===== src/rtl/pbx_pkg.sv =====
package pbx_pkg;

   typedef enum logic {
      PBX_GATHER  = 1'b0,
      PBX_SCATTER = 1'b1
   } pbx_op_e;

   localparam int unsigned PBX_WORD_W = 32;

endpackage


===== src/rtl/pbx_sequencer.sv =====
module pbx_sequencer #(
   parameter int unsigned XLEN = 64
) (
   input  logic                     clk,
   input  logic                     rst_n,
   input  logic                     start_i,
   output logic                     accept_o,
   output logic                     busy_o,
   output logic                     done_o,
   output logic [$clog2(XLEN)-1:0]  idx_o
);
   localparam int unsigned IW = $clog2(XLEN);
   localparam logic [IW-1:0] LAST_IDX = IW'(XLEN - 1);

   logic          busy_q;
   logic          done_q;
   logic [IW-1:0] idx_q;
   logic          at_last;

   assign accept_o = start_i && !busy_q;
   assign at_last  = (idx_q == LAST_IDX);

   always_ff @(posedge clk or negedge rst_n) begin
      if (!rst_n) begin
         busy_q <= 1'b0;
         done_q <= 1'b0;
         idx_q  <= '0;
      end else begin
         done_q <= busy_q && at_last;
         if (accept_o) begin
            busy_q <= 1'b1;
            idx_q  <= '0;
         end else if (busy_q) begin
            if (at_last) begin
               busy_q <= 1'b0;
               idx_q  <= '0;
            end else begin
               idx_q  <= idx_q + 1'b1;
            end
         end
      end
   end

   assign busy_o = busy_q;
   assign done_o = done_q;
   assign idx_o  = idx_q;


   accept_busy_chk : assert property (@(posedge clk) disable iff (!rst_n)
      accept_o |=> busy_o);


   done_single_chk : assert property (@(posedge clk) disable iff (!rst_n)
      done_o |=> !done_o);


   done_idle_chk : assert property (@(posedge clk) disable iff (!rst_n)
      done_o |-> !busy_o);

endmodule


===== src/rtl/pbx_operand_prep.sv =====
module pbx_operand_prep
   import pbx_pkg::*;
#(
   parameter int unsigned XLEN = 64
) (
   input  logic            word_i,
   input  logic [XLEN-1:0] mask_i,
   output logic [XLEN-1:0] mask_o
);
   generate
      if (XLEN > PBX_WORD_W) begin : g_word
         localparam int unsigned HI_W = XLEN - PBX_WORD_W;
         assign mask_o = word_i ? {{HI_W{1'b0}}, mask_i[PBX_WORD_W-1:0]} : mask_i;
      end else begin : g_full
         logic unused_word;
         assign unused_word = word_i;
         assign mask_o      = mask_i;
      end
   endgenerate

endmodule


===== src/rtl/pbx_result_fmt.sv =====
module pbx_result_fmt
   import pbx_pkg::*;
#(
   parameter int unsigned XLEN = 64
) (
   input  logic            word_i,
   input  logic [XLEN-1:0] raw_i,
   output logic [XLEN-1:0] result_o
);
   generate
      if (XLEN > PBX_WORD_W) begin : g_sext
         localparam int unsigned HI_W = XLEN - PBX_WORD_W;
         assign result_o = word_i ?
            {{HI_W{raw_i[PBX_WORD_W-1]}}, raw_i[PBX_WORD_W-1:0]} : raw_i;
      end else begin : g_pass
         logic unused_word;
         assign unused_word = word_i;
         assign result_o    = raw_i;
      end
   endgenerate

endmodule


===== src/rtl/pbx_scan_engine.sv =====
module pbx_scan_engine
   import pbx_pkg::*;
#(
   parameter int unsigned XLEN = 64
) (
   input  logic                     clk,
   input  logic                     rst_n,
   input  logic                     load_i,
   input  logic                     busy_i,
   input  logic [$clog2(XLEN)-1:0]  idx_i,
   input  pbx_op_e                  op_i,
   input  logic                     word_i,
   input  logic [XLEN-1:0]          src_i,
   input  logic [XLEN-1:0]          mask_i,
   output pbx_op_e                  op_o,
   output logic                     word_o,
   output logic [XLEN-1:0]          mask_o,
   output logic [XLEN-1:0]          raw_o
);
   localparam int unsigned IW = $clog2(XLEN);
   localparam int unsigned PW = IW + 1;

   logic [XLEN-1:0] src_q;
   logic [XLEN-1:0] mask_q;
   logic [XLEN-1:0] res_q;
   logic [PW-1:0]   pos_q;
   pbx_op_e         op_q;
   logic            word_q;

   logic [IW-1:0]   pos_idx;
   logic [IW-1:0]   dst_idx;
   logic            pick_bit;
   logic            take;

   assign pos_idx = pos_q[IW-1:0];
   assign take    = busy_i && mask_q[idx_i];

   always_comb begin
      if (op_q == PBX_GATHER) begin
         pick_bit = src_q[idx_i];
         dst_idx  = pos_idx;
      end else begin
         pick_bit = src_q[pos_idx];
         dst_idx  = idx_i;
      end
   end

   always_ff @(posedge clk or negedge rst_n) begin
      if (!rst_n) begin
         src_q  <= '0;
         mask_q <= '0;
         res_q  <= '0;
         pos_q  <= '0;
         op_q   <= PBX_GATHER;
         word_q <= 1'b0;
      end else if (load_i) begin
         src_q  <= src_i;
         mask_q <= mask_i;
         res_q  <= '0;
         pos_q  <= '0;
         op_q   <= op_i;
         word_q <= word_i;
      end else if (take) begin
         res_q[dst_idx] <= pick_bit;
         pos_q          <= pos_q + 1'b1;
      end
   end

   assign op_o   = op_q;
   assign word_o = word_q;
   assign mask_o = mask_q;
   assign raw_o  = res_q;


   pos_bound_chk : assert property (@(posedge clk) disable iff (!rst_n)
      busy_i |-> (pos_q <= PW'(idx_i)));

endmodule


===== src/rtl/pbx_unit.sv =====
module pbx_unit
   import pbx_pkg::*;
#(
   parameter int unsigned XLEN = 64
) (
   input  logic            clk,
   input  logic            rst_n,
   input  logic            start_i,
   input  logic            op_i,
   input  logic            word_i,
   input  logic [XLEN-1:0] src_i,
   input  logic [XLEN-1:0] mask_i,
   output logic            busy_o,
   output logic            done_o,
   output logic [XLEN-1:0] result_o
);
   localparam int unsigned IW = $clog2(XLEN);

   generate
      if (XLEN < 4) begin : g_bad_xlen
         $error("pbx_unit: XLEN must be at least 4");
      end
   endgenerate

   logic            accept;
   logic [IW-1:0]   idx;
   logic [XLEN-1:0] prep_mask;
   pbx_op_e         eng_op;
   logic            eng_word;
   logic [XLEN-1:0] eng_mask;
   logic [XLEN-1:0] eng_raw;

   pbx_sequencer #(.XLEN(XLEN)) u_seq (
      .clk      (clk),
      .rst_n    (rst_n),
      .start_i  (start_i),
      .accept_o (accept),
      .busy_o   (busy_o),
      .done_o   (done_o),
      .idx_o    (idx)
   );

   pbx_operand_prep #(.XLEN(XLEN)) u_prep (
      .word_i (word_i),
      .mask_i (mask_i),
      .mask_o (prep_mask)
   );

   pbx_scan_engine #(.XLEN(XLEN)) u_eng (
      .clk    (clk),
      .rst_n  (rst_n),
      .load_i (accept),
      .busy_i (busy_o),
      .idx_i  (idx),
      .op_i   (pbx_op_e'(op_i)),
      .word_i (word_i),
      .src_i  (src_i),
      .mask_i (prep_mask),
      .op_o   (eng_op),
      .word_o (eng_word),
      .mask_o (eng_mask),
      .raw_o  (eng_raw)
   );

   pbx_result_fmt #(.XLEN(XLEN)) u_fmt (
      .word_i   (eng_word),
      .raw_i    (eng_raw),
      .result_o (result_o)
   );


   gather_packed_chk : assert property (@(posedge clk) disable iff (!rst_n)
      (done_o && eng_op == PBX_GATHER) |-> ((eng_raw >> $countones(eng_mask)) == '0));


   scatter_offmask_chk : assert property (@(posedge clk) disable iff (!rst_n)
      (done_o && eng_op == PBX_SCATTER) |-> ((eng_raw & ~eng_mask) == '0));


   busy_start_ignored_chk : assert property (@(posedge clk) disable iff (!rst_n)
      (busy_o && start_i) |=> ($stable(eng_mask) && $stable(eng_op)));


   result_hold_chk : assert property (@(posedge clk) disable iff (!rst_n)
      (!busy_o && !start_i) |=> $stable(result_o));

endmodule


===== config.mk =====
export PLATFORM = sky130hd
export DESIGN_NAME = pbx_unit
export DESIGN_NICKNAME = d
export VERILOG_FILES = /design/src/rtl/pbx_pkg.sv /design/src/rtl/pbx_sequencer.sv /design/src/rtl/pbx_operand_prep.sv /design/src/rtl/pbx_result_fmt.sv /design/src/rtl/pbx_scan_engine.sv /design/src/rtl/pbx_unit.sv
export SDC_FILE = /design/constraint.sdc
export NUM_CORES = 1
export LEC_CHECK = 0
export BUFFER_PORTS_ARGS = -buffer_cell sky130_fd_sc_hd__buf_2
export CORE_AREA = 4 4 111 218
export DETAILED_ROUTE_END_ITERATION = 8
export DIE_AREA = 0 0 115 222
export GPL_TIMING_DRIVEN = 0
export PLACE_DENSITY = 0.76
export SLEW_MARGIN = 20
export SYNTH_ARGS = -nofsm -noshare
export SYNTH_HDL_FRONTEND = slang
export SYNTH_SLANG_ARGS = --single-unit

===== constraint.sdc =====
create_clock -name clk -period 2.4 [get_ports clk]
set_clock_uncertainty 0.1 [all_clocks]
set_input_delay 0.12 -clock clk [delete_from_list [all_inputs] [get_ports clk]]
set_output_delay 0.12 -clock clk [all_outputs]
set_load 0.05 [all_outputs]

* Word level (Yosys, flattened, before mapping)
Index checks and enable logic that the tools add are counted.
** Storage, ports and cells
- Output and inout bits :: 66
- Register bits after elaboration :: 209
- Logic and storage cells :: 46
** Cells by class
- Mux-type cells :: 23
- $add $sub $neg :: 2
- Reductions and logical operators :: 7
- Eq/ne operators :: 1
- $lt $le $gt $ge :: 4
** Operator list (count)
- 64-bit 2-to-1 mux :: 4
- 64-bit bitwise mux :: 1
- 6-bit 2-to-1 mux :: 4
- 6-bit by 7-bit < comparator with 1-bit output (second input constant) :: 3
- 1-bit binary-select mux with 6-bit select :: 3
- 7-bit 2-to-1 mux :: 2
- 1-bit 2-to-1 mux :: 8
- 7-bit by 1-bit adder with 7-bit output (second input constant) :: 1
- 6-bit by 1-bit adder with 6-bit output (second input constant) :: 1
- 1-bit demux with 6-bit select :: 1
- 6-bit equality test (second input constant) :: 1
- 6-bit by 1-bit greater-or-equal comparator with 1-bit output (second input constant) :: 1
- 1-bit logical AND :: 4
- 2-bit nonzero test :: 2
- 1-bit zero test :: 1

* Depth between registers and ports, before layout
Gate-level depths: netlist of the first run.
- Depth after elaboration :: 8
- Gate-level depth with buffers :: 13
- Gate-level depth less buffers :: 7

* Modules after synthesis
A second synthesis of the first run with hierarchy kept.
** Unflattened totals
- Cell total of the unflattened synthesis :: 1003
- Area total of the unflattened synthesis :: 12075.3 um^2
** By module, submodules not included
- pbx_scan_engine :: seq. area each 5004.8 um^2, cells an instance 825, area each 10463.8 um^2, instances 1
- pbx_result_fmt :: seq. area each 0.0 um^2, cells an instance 71, area each 769.5 um^2, instances 1
- pbx_operand_prep :: seq. area each 0.0 um^2, cells an instance 67, area each 462.9 um^2, instances 1
- pbx_sequencer :: seq. area each 200.2 um^2, cells an instance 40, area each 379.1 um^2, instances 1

* Least setup slack after synthesis of the first run
OpenSTA, ideal clock, no wires.
- Kind :: register -> register
- Start point :: reg u_seq.idx_q[0], in the netlist u_seq.idx_o[0]
- End point :: reg u_eng.res_q[34], in the netlist u_eng.raw_o[34]
- Slack :: -0.078 ns
- Clock period less this slack :: 2.478 ns
- Buffers on the path :: 6
- Cell stages (with the launch flop) :: 14
- Arrival time :: 2.299 ns
- Required time :: 2.221 ns
- Cell sequence :: dfrtp_1 buf_6 buf_12 buf_12 buf_12 mux2i_1 o221ai_1 o22ai_1 a2111oi_1 nor4_1 a31o_1 buf_6 buf_6 mux2i_1
** On the way
- Word-level cells in the longest chain between the ends :: 8
- Elaborated cells between the ends (all ways) :: 16
** RTL lines
- start, declared :: RTL line pbx_sequencer.sv:17 : logic [IW-1:0] idx_q;
- start signal, assigned :: RTL line pbx_sequencer.sv:38 : idx_q <= idx_q + 1'b1;
- 6-bit 2-to-1 mux :: RTL line pbx_scan_engine.sv:39 : if (op_q == PBX_GATHER) begin
- 6-bit by 7-bit < comparator with 1-bit output (implied by the code) or 6-bit by 1-bit greater-or-equal comparator with 1-bit output (tied branches) :: RTL line pbx_scan_engine.sv:64 : res_q[dst_idx] <= pick_bit;
- 1-bit logical AND (implied by the code) :: RTL line pbx_scan_engine.sv:64
- 1-bit 2-to-1 mux (implied by the code) :: RTL line pbx_scan_engine.sv:64
- 1-bit demux with 6-bit select
- 64-bit bitwise mux :: RTL line pbx_scan_engine.sv:64
- 64-bit 2-to-1 mux :: RTL line pbx_scan_engine.sv:63 : end else if (take) begin
- 64-bit 2-to-1 mux :: RTL line pbx_scan_engine.sv:56 : end else if (load_i) begin
- end signal, assigned by index :: RTL line pbx_scan_engine.sv:64
- end, declared :: RTL line pbx_scan_engine.sv:25 : logic [XLEN-1:0] res_q;
Several ways; a longest one is shown, not always the timed one. The select of a mux whose other input is x is not followed.
A chain may end at the register's enable or synchronous reset.

* Worst setup path in the final report of the first run
- Start point :: reg u_seq.idx_q[0], in the netlist u_seq.idx_o[0]
- End point :: reg u_eng.res_q[12], in the netlist u_eng.raw_o[12]
The elaborated chain is that of the path after synthesis.

==> results.sh, run 1 <==
export IMPL_critPathMaxFanout=6
export IMPL_dp_hpwl_mm=24.6
export IMPL_synth_edf_count=0
export IMPL_p_int_mw=10.8
export IMPL_synth_top_area_cell="dfrtp_1"
export IMPL_grt_pass1_wl_mm=59.1
export IMPL_grt_pass1_vias=11400
export IMPL_ant_nets=0
export IMPL_syn_to_final_growth_pct=35.5
export IMPL_track_usage_pct=29.5
export IMPL_htreeDepth=1
export IMPL_pwr_share_clk_pct=17.4
export IMPL_power_leakage_nw=7.87
export IMPL_cts_inserted_buffers=19
export IMPL_drtIter0Drc=776
export IMPL_p_sw_mw=7.65
export IMPL_avgViaCountPerCell=5.73
export IMPL_period_needed_ns=2.79
export IMPL_die_height_um=222
export IMPL_vias=10800
export IMPL_synth_top_cell_area_share_pct=45.9
export IMPL_powerDensity_mw_per_mm2=1200
export IMPL_worstSetupPathType="reg2reg"
export IMPL_async_flop_share_pct=100
export IMPL_dp_cells=1686
export IMPL_fmax_ghz=0.359
export IMPL_drcViolationCount=0
export IMPL_synth_area_mm2=0.0113
export IMPL_cap_violations=0
export IMPL_finalNonFillerCells=1884
export IMPL_port_buffers=198
export IMPL_muxShareOfSynthArea_pct=16.7
export IMPL_final_util_pct=67.8
export IMPL_final_nets=1727
export IMPL_critPathMaxStageDelay_ns=0.51
export IMPL_power_mw=18.4
export IMPL_violations="setup timing"
export IMPL_drive_above_1_share_pct=25.2
export IMPL_synth_cells=1206
export IMPL_synth_ff_type="dfrtp_1"
export IMPL_ys_ff_latch=208
export IMPL_die_area_mm2=0.0255
export IMPL_synth_fa_ha_area_share_pct=0.221
export IMPL_grt_overflow_total=0
export IMPL_p_seq_share_pct=28.5
export IMPL_status="finished with violations"
export IMPL_syn_nets=1341
export IMPL_start_util_pct=50.0
export IMPL_io_pins=199
export IMPL_hold_class="in2async"
export IMPL_setup_violations=70
export IMPL_placement_rows=78
export IMPL_die_w_um=115
export IMPL_hold_violations=0
export IMPL_routed_wl_mm=38.0
export IMPL_path_clk_slew_ns=0.07
export IMPL_cts_sinks=208
export IMPL_ys_warn_count=0
export IMPL_seqCellArea_mm2=0.00521
export IMPL_cp_arrival_ns=3.07
export IMPL_finalCritPeriodShare_pct=116
export IMPL_clkLatencyLatePin_ns=0.50
export IMPL_slew_viol_final=0
export IMPL_critical_path_slowest_cell="mux4_2"
export IMPL_rsz0062_at_grt="true"
export IMPL_ir_drop_mv=0.805
export IMPL_ys_types=53
export IMPL_slew_headroom_pct=34.7
export IMPL_layout_setup_ws_ns=-0.386
export IMPL_synth_compound_area_share_pct=5.08
export IMPL_core_area_mm2=0.0226
export IMPL_antenna_found_initial=2
export IMPL_multiInputGateArea_mm2=0.00528
export IMPL_crit_required_ns=2.68
export IMPL_yosysSeqAreaShare_pct=45.9
export IMPL_crit_chain="buf_4 -> mux4_2 -> mux2i_2 -> mux4_2 -> nor2_1 -> nor4_2 -> a31o_1 -> buf_6 -> buf_12 -> buf_6 -> mux2i_1"
export IMPL_worst_pin_slew_ns=0.977
export IMPL_pre_cts_slack_ns=-0.561
export IMPL_wl_per_cell_um=20.2
export IMPL_pwr_share_comb_pct=54.1
export IMPL_sw_frac_of_total_pct=41.6
export IMPL_fill_cells=1680
export IMPL_synth_xor_area_share_pct=0.309
export IMPL_start_kind="register"
export IMPL_synth_simple_area_share_pct=22.8
export IMPL_root_buffer="clkbuf_16"
export IMPL_synthTopCellsByArea="dfrtp_1 46%, nand2_1 15%, mux2i_1 8.5%"
export IMPL_syn_avg_cell_area_um2=9.40
export IMPL_grt_max_degree=100
export IMPL_firstDrtPassIters=5
export IMPL_cp_end_kind="register"
export IMPL_synth_top_family_by_area="simple AND/OR/NAND/NOR gates"
export IMPL_cts_tree="yes"
export IMPL_clockBufferDepth=3
export IMPL_gp_congestion=0.953
## Yosys cell counts (all sizes together), types with 2 or more instances
cell type and n:
inv 37, mux4 37, nor4 2, nor2 23, nand4 64, nand2b 4
ha 2, o31ai 4, a221oi 3, xnor2 3, dlygate4sd1 6, o21ai 45
o221ai 6, a2111oi 2, mux2i 96, a31oi 5, dlygate4sd3 5, nand3 8
and3 2, nand2 444, dfrtp 208, clkbuf 46, o22ai 4, buf 74
nor3 2, mux2 4, nor3b 2, nand3b 36, a21oi 14, nor2b 3
## power groups by stage
stage          clock [mW]  sequential [mW]  combinational [mW]
6_report             3.20             5.25                9.96
3_5_place_dp            0             5.23                7.72
4_1_cts              3.24             5.19                9.47
3_3_place_gp            0             5.18                7.55
5_1_grt              3.36             5.34                10.5
2_1_floorplan           0             4.94                5.88
## critical path, delay by kind of cell, from the launching register on
family | cells | cell delay [ns]
multiplexers | 4 | 1.08
buffers and inverters | 4 | 0.55
flip-flops | 1 | 0.41
AND/OR/NAND/NOR | 2 | 0.34
AO/OA/AOI/OAI | 1 | 0.20
## sequential cells by signal (all words and copies together), names as in the netlist
register      flops
u_eng.mask_o     64
u_eng.raw_o      64
u_eng.src_q      64
u_eng.pos_q       6
u_seq.idx_o       6
u_eng.op_o        1
u_eng.word_o      1
u_seq.busy_o      1
u_seq.done_o      1
## metrics by stage
step | TNS, ns | instance area, µm² | hold WS [ns]
finish | -24.74 | 15400 | 0.113
global placement | -503.33 | 12700 | 0.216
global route | -31.33 | 15400 | 0.160
detailed placement | -38.97 | 12800 | -0.126
CTS | -27.17 | 15200 | 0.0884
floorplan | -3.46 | 11300 | -0.276
## layer usage
layer | vias up | track usage (%) | routed length [µm]
met4 | 0 | 17.9 | 2780
met3 | 209 | 3.31 | 2210
li1 | 4820 | - | -
met2 | 596 | 55.3 | 21100
met5 | - | 0 | 0
met1 | 5174 | 29.9 | 11900
## final cells by class
cell class,instances,share of cell area [%]
buffer,129,6.20
timing repair buffer,366,18.1
antenna,2,0.0326
clock buffer,26,3.66
sequential,208,33.9
clock inverter,5,0.538
tap,280,2.28
inverter,37,0.905
multi-input combinational,831,34.4
## timing repair
action | 4_1_cts | 5_1_grt
hold endpoints to repair | 341 | 0
gates cloned | 11 | 0
gates resized for setup | 63 | 40
endpoints found under the setup margin | 164 | 152
setup buffers | 18 | 3
hold buffers | 135 | 0
pin swaps | 11 | 8
## logic make-up (layout without fill, tap and decap cells)
logic type	Yosys count	count (layout)
fa+ha+maj	2	2
simple gates	593	594
flops	208	208
buf+inv	168	563
compound gates	94	94
other cells	0	2
mux	137	137
xor+xnor	4	4
## cell usage in the layout, fill, tap and decap left out, types with 8 or more instances in the layout
| cell | count |
|---|---|
| o21ai_0 | 41 |
| nor2_1 | 23 |
| buf_4 | 50 |
| mux2i_1 | 91 |
| clkbuf_1 | 41 |
| nand3b_1 | 36 |
| nand2_1 | 440 |
| buf_6 | 28 |
| clkbuf_16 | 19 |
| a21oi_1 | 13 |
| nand4_1 | 64 |
| inv_1 | 37 |
| buf_8 | 9 |
| nand3_1 | 8 |
| buf_2 | 205 |
| dfrtp_1 | 207 |
| dlygate4sd3_1 | 140 |
| mux4_2 | 31 |
## path summary, 6_finish.rpt
check / from / endpoint / slack [ns] / cells after the start
worst max register to register: u_seq.idx_o[0]$_DFFE_PN0P_ / u_eng.raw_o[12]$_DFFE_PN0P_ / -0.39 / 11
worst min-delay path: rst_n / u_eng.mask_o[7]$_DFFE_PN0P_ / 0.11 / 3
max in group asynchronous: rst_n / u_eng.mask_o[16]$_DFFE_PN0P_ / 0.76 / 3
worst min register to register: u_eng.mask_o[56]$_DFFE_PN0P_ / u_eng.mask_o[56]$_DFFE_PN0P_ / 0.37 / 2
worst max-delay path: u_seq.idx_o[0]$_DFFE_PN0P_ / u_eng.raw_o[12]$_DFFE_PN0P_ / -0.39 / 11
min in group clk: word_i / u_eng.mask_o[41]$_DFFE_PN0P_ / 0.14 / 4
Power figures use the tool's default switching activity.
==> inputs of run 2 (changes only) <==
--- a/config.mk
+++ b/config.mk
@@ -5,12 +5,13 @@
 export SDC_FILE = /design/constraint.sdc
 export NUM_CORES = 1
 export LEC_CHECK = 0
+export ABC_AREA = 1
 export BUFFER_PORTS_ARGS = -buffer_cell sky130_fd_sc_hd__buf_2
-export CORE_AREA = 4 4 111 218
+export CORE_AREA = 4 4 112 221
 export DETAILED_ROUTE_END_ITERATION = 8
-export DIE_AREA = 0 0 115 222
+export DIE_AREA = 0 0 116 225
 export GPL_TIMING_DRIVEN = 0
-export PLACE_DENSITY = 0.76
+export PLACE_DENSITY = 0.77
 export SLEW_MARGIN = 20
 export SYNTH_ARGS = -nofsm -noshare
 export SYNTH_HDL_FRONTEND = slang
==> results.sh, run 2 <==
export IMPL_ys_ff_latch=208
export IMPL_layout_setup_ws_ns=-0.0668
export IMPL_grt_pass1_vias=12900
export IMPL_final_nets=2180
export IMPL_critPathMaxFanout=10
export IMPL_crit_chain="buf_6 -> clkinv_8 -> buf_4 -> nand2_1 -> nand3_1 -> nand3_1 -> nand2_2 -> nand2_1 -> nand3_1 -> nand3_2 -> nand2_4 -> buf_12 -> buf_8 -> nand3_2 -> nand2_1 -> nand2_1 -> nor2_1"
export IMPL_avgViaCountPerCell=5.53
export IMPL_crit_required_ns=2.76
export IMPL_gp_congestion=0.954
export IMPL_drcViolationCount=0
export IMPL_hold_class="in2async"
export IMPL_rsz0062_at_grt="true"
export IMPL_root_buffer="clkbuf_16"
export IMPL_final_common_cell="nand2_1"
export IMPL_period_needed_ns=2.47
export IMPL_cts_tree="yes"
export IMPL_wl_per_cell_um=18.9
export IMPL_synth_area_mm2=0.0118
export IMPL_yosysMostFrequentCell="nand2_1"
export IMPL_ys_warn_count=0
export IMPL_clockBufferDepth=3
export IMPL_grt_max_degree=90
export IMPL_synth_edf_count=0
export IMPL_synth_top_area_cell="dfrtp_1"
export IMPL_sw_frac_of_total_pct=46.3
export IMPL_die_w_um=116
export IMPL_ys_types=28
export IMPL_die_area_mm2=0.0261
export IMPL_drtIter0Drc=1025
export IMPL_finalCritPeriodShare_pct=103
export IMPL_grt_pass1_wl_mm=66.0
export IMPL_clkLatencyLatePin_ns=0.52
export IMPL_firstDrtPassIters=5
export IMPL_setup_tns_final_ns=-1.03
export IMPL_cts_inserted_buffers=19
export IMPL_port_buffers=198
export IMPL_powerDensity_mw_per_mm2=1300
export IMPL_htreeDepth=1
export IMPL_cts_sinks=208
export IMPL_ir_drop_mv=1.78
export IMPL_critical_path_slowest_cell="dfrtp_1"
export IMPL_power_leakage_nw=8.41
export IMPL_cpMostUsedCell="nand2_1"
export IMPL_pwr_share_clk_pct=16.5
export IMPL_pwr_share_comb_pct=57.6
export IMPL_multiInputGateArea_mm2=0.00569
export IMPL_core_area_mm2=0.0231
export IMPL_setup_violations=48
export IMPL_slew_headroom_pct=55.9
export IMPL_dp_hpwl_mm=28.0
export IMPL_synth_cells=1671
export IMPL_hold_violations=0
export IMPL_grt_overflow_total=0
export IMPL_critPathMaxStageDelay_ns=0.39
export IMPL_syn_nets=1806
export IMPL_cap_violations=0
export IMPL_layout_common_cells="637 x nand2_1, 221 x buf_2, 217 x nor2_1"
export IMPL_violations="setup timing"
export IMPL_syn_avg_cell_area_um2=7.08
export IMPL_routed_wl_mm=44.2
export IMPL_seqCellArea_mm2=0.00521
export IMPL_worst_pin_slew_ns=0.662
export IMPL_synth_ff_type="dfrtp_1"
export IMPL_syn_to_final_growth_pct=36.1
export IMPL_status="finished with violations"
export IMPL_finalHoldWorstSlack_ns=0.0482
export IMPL_antenna_found_initial=0
export IMPL_p_seq_share_pct=25.9
export IMPL_die_height_um=225
export IMPL_slew_viol_final=0
export IMPL_fill_cells=1852
export IMPL_yosysSeqAreaShare_pct=44.0
export IMPL_worstSetupPathType="reg2reg"
export IMPL_synthTopCellsByCount="652 x nand2_1, 243 x nor2_1, 208 x dfrtp_1"
export IMPL_fmax_ghz=0.405
export IMPL_track_usage_pct=32.6
export IMPL_cp_end_kind="register"
export IMPL_ant_nets=0
export IMPL_io_pins=199
export IMPL_start_kind="register"
export IMPL_synthTopCellsByArea="dfrtp_1 44%, nand2_1 21%, nor2_1 7.7%"
export IMPL_placement_rows=79
export IMPL_async_flop_share_pct=100
export IMPL_cp_arrival_ns=2.82
export IMPL_path_clk_slew_ns=0.08
export IMPL_start_util_pct=51.2
export IMPL_drive_above_1_share_pct=23.6
export IMPL_vias=13000
export IMPL_p_sw_mw=9.72
export IMPL_p_int_mw=11.3
export IMPL_synth_top_cell_area_share_pct=44.0
## run 2: cells by family after synthesis
logic type / after synthesis / share of synthesized area [%]
AND/OR/NAND/NOR: 1104 / 39.0
flip-flops: 208 / 44.0
buffers and inverters: 231 / 10.1
AO/OA/AOI/OAI: 119 / 6.12
XOR/XNOR: 7 / 0.518
adder cells (fa/ha/maj): 2 / 0.211
## run 2: repair_timing
action	CTS	global route
pin swaps	1	13
cloned	1	10
setup buffers	0	12
endpoints found under the hold margin	342	0
setup endpoints to repair	210	79
hold buffers	133	0
gates resized for setup	39	124
## run 2: worst paths after layout
check	from	end	slack [ns]	cells past startpoint
max	u_seq.idx_o[0]$_DFFE_PN0P_	u_eng.raw_o[60]$_DFFE_PN0P_	-0.07	17
min	rst_n	u_eng.raw_o[14]$_DFFE_PN0P_	0.05	3
max reg2reg	u_seq.idx_o[0]$_DFFE_PN0P_	u_eng.raw_o[60]$_DFFE_PN0P_	-0.07	17
min reg2reg	u_eng.mask_o[8]$_DFFE_PN0P_	u_eng.mask_o[8]$_DFFE_PN0P_	0.38	2
max in group asynchronous	rst_n	u_eng.src_q[51]$_DFFE_PN0P_	1.66	3
min in group clk	mask_i[6]	u_eng.mask_o[6]$_DFFE_PN0P_	0.23	4
## run 2: per-stage QoR
| step | utilization [%] | total power [mW] | instance area, µm² | setup WS, ns | instances |
|---|---|---|---|---|---|
| 6_report | 69.6 | 21.0 | 16100 | -0.0668 | 2342 |
| 5_1_grt | 69.6 | 22.0 | 16100 | -0.146 | 2341 |
| 3_3_place_gp | 57.0 | 14.4 | 13200 | -2.36 | 2152 |
| 2_1_floorplan | - | 11.9 | 11800 | 0.211 | 1671 |
| 4_1_cts | 66.5 | 18.5 | 15400 | -0.0167 | 2320 |
| 3_5_place_dp | 57.3 | 14.6 | 13200 | -0.638 | 2154 |
## run 2: final cells by class
| cell class | instances | area share (%) |
|---|---|---|
| Multi-Input combinational cell | 1234 | 35.3 |
| Sequential cell | 208 | 32.3 |
| Timing Repair Buffer | 354 | 16.9 |
| Buffer | 127 | 6.38 |
| Clock buffer | 26 | 3.49 |
| Inverter | 101 | 2.48 |
| Tap cell | 283 | 2.20 |
| Clock inverter | 8 | 0.847 |
| Antenna cell | 1 | 0.0155 |
## run 2: power groups by stage
| stage | combinational [mW] | sequential, mW | clock, mW |
|---|---|---|---|
| 2_1_floorplan | 6.79 | 5.12 | 0 |
| 3_3_place_gp | 8.99 | 5.39 | 0 |
| 3_5_place_dp | 9.15 | 5.42 | 0 |
| 4_1_cts | 9.66 | 5.38 | 3.46 |
| 5_1_grt | 12.9 | 5.53 | 3.59 |
| 6_report | 12.1 | 5.44 | 3.45 |
## run 2: metal layers
metal / vias to the layer above / share of wire, % / track usage [%] / wire (µm)
met2: 666 / 53 / 59.0 / 23300
li1: 5950 / - / - / -
met4: 0 / 7.9 / 22.6 / 3490
met1: 6098 / 33 / 33.7 / 14700
met5: - / 0 / 0 / 0
met3: 243 / 6.1 / 4.17 / 2700
## run 2: critical path, delay by kind of cell, from the launching register on
kind          cells  cell delay [ns]
simple gates     12             1.21
flops             1             0.39
buf+inv           5             0.71
==> inputs of run 3 (changes only) <==
--- a/config.mk
+++ b/config.mk
@@ -6,12 +6,14 @@
 export NUM_CORES = 1
 export LEC_CHECK = 0
 export ABC_AREA = 1
+export ABC_CLOCK_PERIOD_IN_PS = 2400
 export BUFFER_PORTS_ARGS = -buffer_cell sky130_fd_sc_hd__buf_2
 export CORE_AREA = 4 4 112 221
 export DETAILED_ROUTE_END_ITERATION = 8
 export DIE_AREA = 0 0 116 225
 export GPL_TIMING_DRIVEN = 0
 export PLACE_DENSITY = 0.77
+export REMOVE_ABC_BUFFERS = 1
 export SLEW_MARGIN = 20
 export SYNTH_ARGS = -nofsm -noshare
 export SYNTH_HDL_FRONTEND = slang
==> results.sh, run 3 (synthesis results as in run 2) <==
export IMPL_cap_violations=0
export IMPL_worstSetupPathType="reg2reg"
export IMPL_regToRegSetupSlack_ns=0.02
export IMPL_cp_end_kind="register"
export IMPL_rsz0062_at_grt="true"
export IMPL_period_needed_ns=2.38
export IMPL_crit_chain="buf_16 -> clkinv_16 -> nand2_1 -> nand3_1 -> nand3_2 -> nand2_2 -> nand2_1 -> nand3_2 -> nand3_4 -> buf_12 -> nand2_8 -> nand3_2 -> nand2_1 -> nand2_1 -> nor2_1"
export IMPL_path_clk_slew_ns=0.07
export IMPL_critPathBufInv=3
export IMPL_start_kind="register"
export IMPL_clkLatencyLatePin_ns=0.51
export IMPL_dp_hpwl_mm=21.7
export IMPL_layout_common_cells="638 x nand2_1, 232 x nor2_1, 199 x dfrtp_1"
export IMPL_seqCellArea_mm2=0.00523
export IMPL_hold_class="in2async"
export IMPL_die_w_um=116
export IMPL_core_area_mm2=0.0231
export IMPL_cts_sinks=208
export IMPL_placement_rows=79
export IMPL_cts_tree="yes"
export IMPL_finalCritPeriodShare_pct=99.2
export IMPL_drcViolationCount=0
export IMPL_avgViaCountPerCell=5.55
export IMPL_slew_viol_final=0
export IMPL_multiInputGateArea_mm2=0.00594
export IMPL_io_pins=199
export IMPL_fill_cells=1810
export IMPL_antenna_found_initial=0
export IMPL_worst_pin_slew_ns=0.576
export IMPL_routed_wl_mm=41.1
export IMPL_final_nets=2093
export IMPL_critPathTopFamily="simple AND/OR/NAND/NOR gates"
export IMPL_port_buffers=198
export IMPL_path_depth=15
export IMPL_cts_inserted_buffers=20
export IMPL_root_buffer="clkbuf_16"
export IMPL_diodes=0
export IMPL_grt_pass1_wl_mm=62.4
export IMPL_power_leakage_nw=8.10
export IMPL_grt_overflow_total=0
export IMPL_vias=12500
export IMPL_track_usage_pct=30.2
export IMPL_crit_required_ns=2.74
export IMPL_setup_violations=0
export IMPL_fmax_ghz=0.420
export IMPL_wl_per_cell_um=18.2
export IMPL_grt_pass1_vias=12300
export IMPL_firstDrtPassIters=6
export IMPL_critical_path_slowest_cell="dfrtp_4"
export IMPL_critPathMaxFanout=16
export IMPL_ant_nets=0
export IMPL_start_util_pct=51.2
export IMPL_status="complete, no violations"
export IMPL_design_area_mm2=0.0157
export IMPL_ir_drop_mv=1.11
export IMPL_cpMostUsedCell="nand2_1"
export IMPL_drive_above_1_share_pct=20.7
export IMPL_die_area_mm2=0.0261
export IMPL_clockBufferDepth=3
export IMPL_final_util_pct=68.0
export IMPL_cp_arrival_ns=2.72
export IMPL_reg2reg_depth=15
export IMPL_critPathMaxStageDelay_ns=0.54
export IMPL_slew_headroom_pct=61.5
export IMPL_final_common_cell="nand2_1"
export IMPL_drtIter0Drc=1263
export IMPL_gp_congestion=0.838
export IMPL_syn_to_final_growth_pct=32.9
export IMPL_powerDensity_mw_per_mm2=1280
export IMPL_grt_max_degree=115
export IMPL_place_area_mm2=0.0126
export IMPL_hold_violations=0
export IMPL_htreeDepth=1
export IMPL_die_height_um=225
==> run 3: path summary, 6_finish.rpt <==
| check | start | endpoint |
|---|---|---|
| worst min register to register | u_eng.raw_o[30]$_DFFE_PN0P_ | u_eng.raw_o[30]$_DFFE_PN0P_ |
| worst max-delay path | u_seq.idx_o[0]$_DFFE_PN0P_ | u_eng.raw_o[14]$_DFFE_PN0P_ |
| worst max register to register | u_seq.idx_o[0]$_DFFE_PN0P_ | u_eng.raw_o[14]$_DFFE_PN0P_ |
| worst min-delay path | rst_n | u_eng.mask_o[22]$_DFFE_PN0P_ |
| min in group clk | src_i[53] | u_eng.src_q[53]$_DFFE_PN0P_ |
| max in group asynchronous | rst_n | u_eng.raw_o[27]$_DFFE_PN0P_ |
==> run 3: final cells by class <==
cell class | instances | share of cell area [%]
well taps | 283 | 2.25
flip-flops and latches | 208 | 33.3
repair buffers | 379 | 19.3
clock inverters | 5 | 0.358
clock buffers | 31 | 3.96
inverters | 101 | 2.86
repair inverters | 2 | 0.231
multi-input cells | 1246 | 37.8
==> run 3: repair_timing <==
action                                 4_1_cts  5_1_grt
hold buffers                               133        0
cloned                                      15        5
endpoints found under the hold margin      343        0
setup endpoints to repair                  148       78
pin swaps                                   11       20
setup buffers                               16       21
gates resized for setup                     49       57
==> run 3: worst reg2reg max path: stages, from the launching register on <==
cell       delay (ns)
dfrtp_4          0.54
buf_16           0.20
clkinv_16        0.09
nand2_1          0.09
nand3_1          0.12
nand3_2          0.11
nand2_2          0.08
nand2_1          0.06
nand3_2          0.09
nand3_4          0.12
buf_12           0.20
nand2_8          0.15
nand3_2          0.10
nand2_1          0.08
nand2_1          0.05
nor2_1           0.15
==> run 3: layer usage <==
layer / GRT usage [%] / vias up / part of all wire (%)
li1: - / 5796 / -
met1: 33.9 / 5841 / 34
met2: 52.9 / 664 / 52
met3: 3.52 / 205 / 6.2
met4: 19.7 / 0 / 8.2
met5: 0 / - / 0
==> run 3: power by group <==
part	switching (mW)	internal [mW]	total, mW
sequential	0.963	4.61	5.58
clock	1.41	1.90	3.31
combinational	7.55	3.68	11.2
total	9.92	10.2	20.1
==> run 3: metrics by stage <==
step,instances,power [mW],setup WS (ns),hold slack (ns),TNS [ns]
final,2255,20.1,0.0194,0.0692,0
after global routing,2255,21.1,-0.0895,0.0879,-0.973
after CTS,2229,18.6,-0.0633,0.0682,-0.558
after detailed placement,2029,13.3,-1.92,-0.0984,-119.43
after global placement,2022,13.0,-14.51,0.224,-3048.89
after floorplan,1541,10.9,-8.81,-0.276,-1513.80
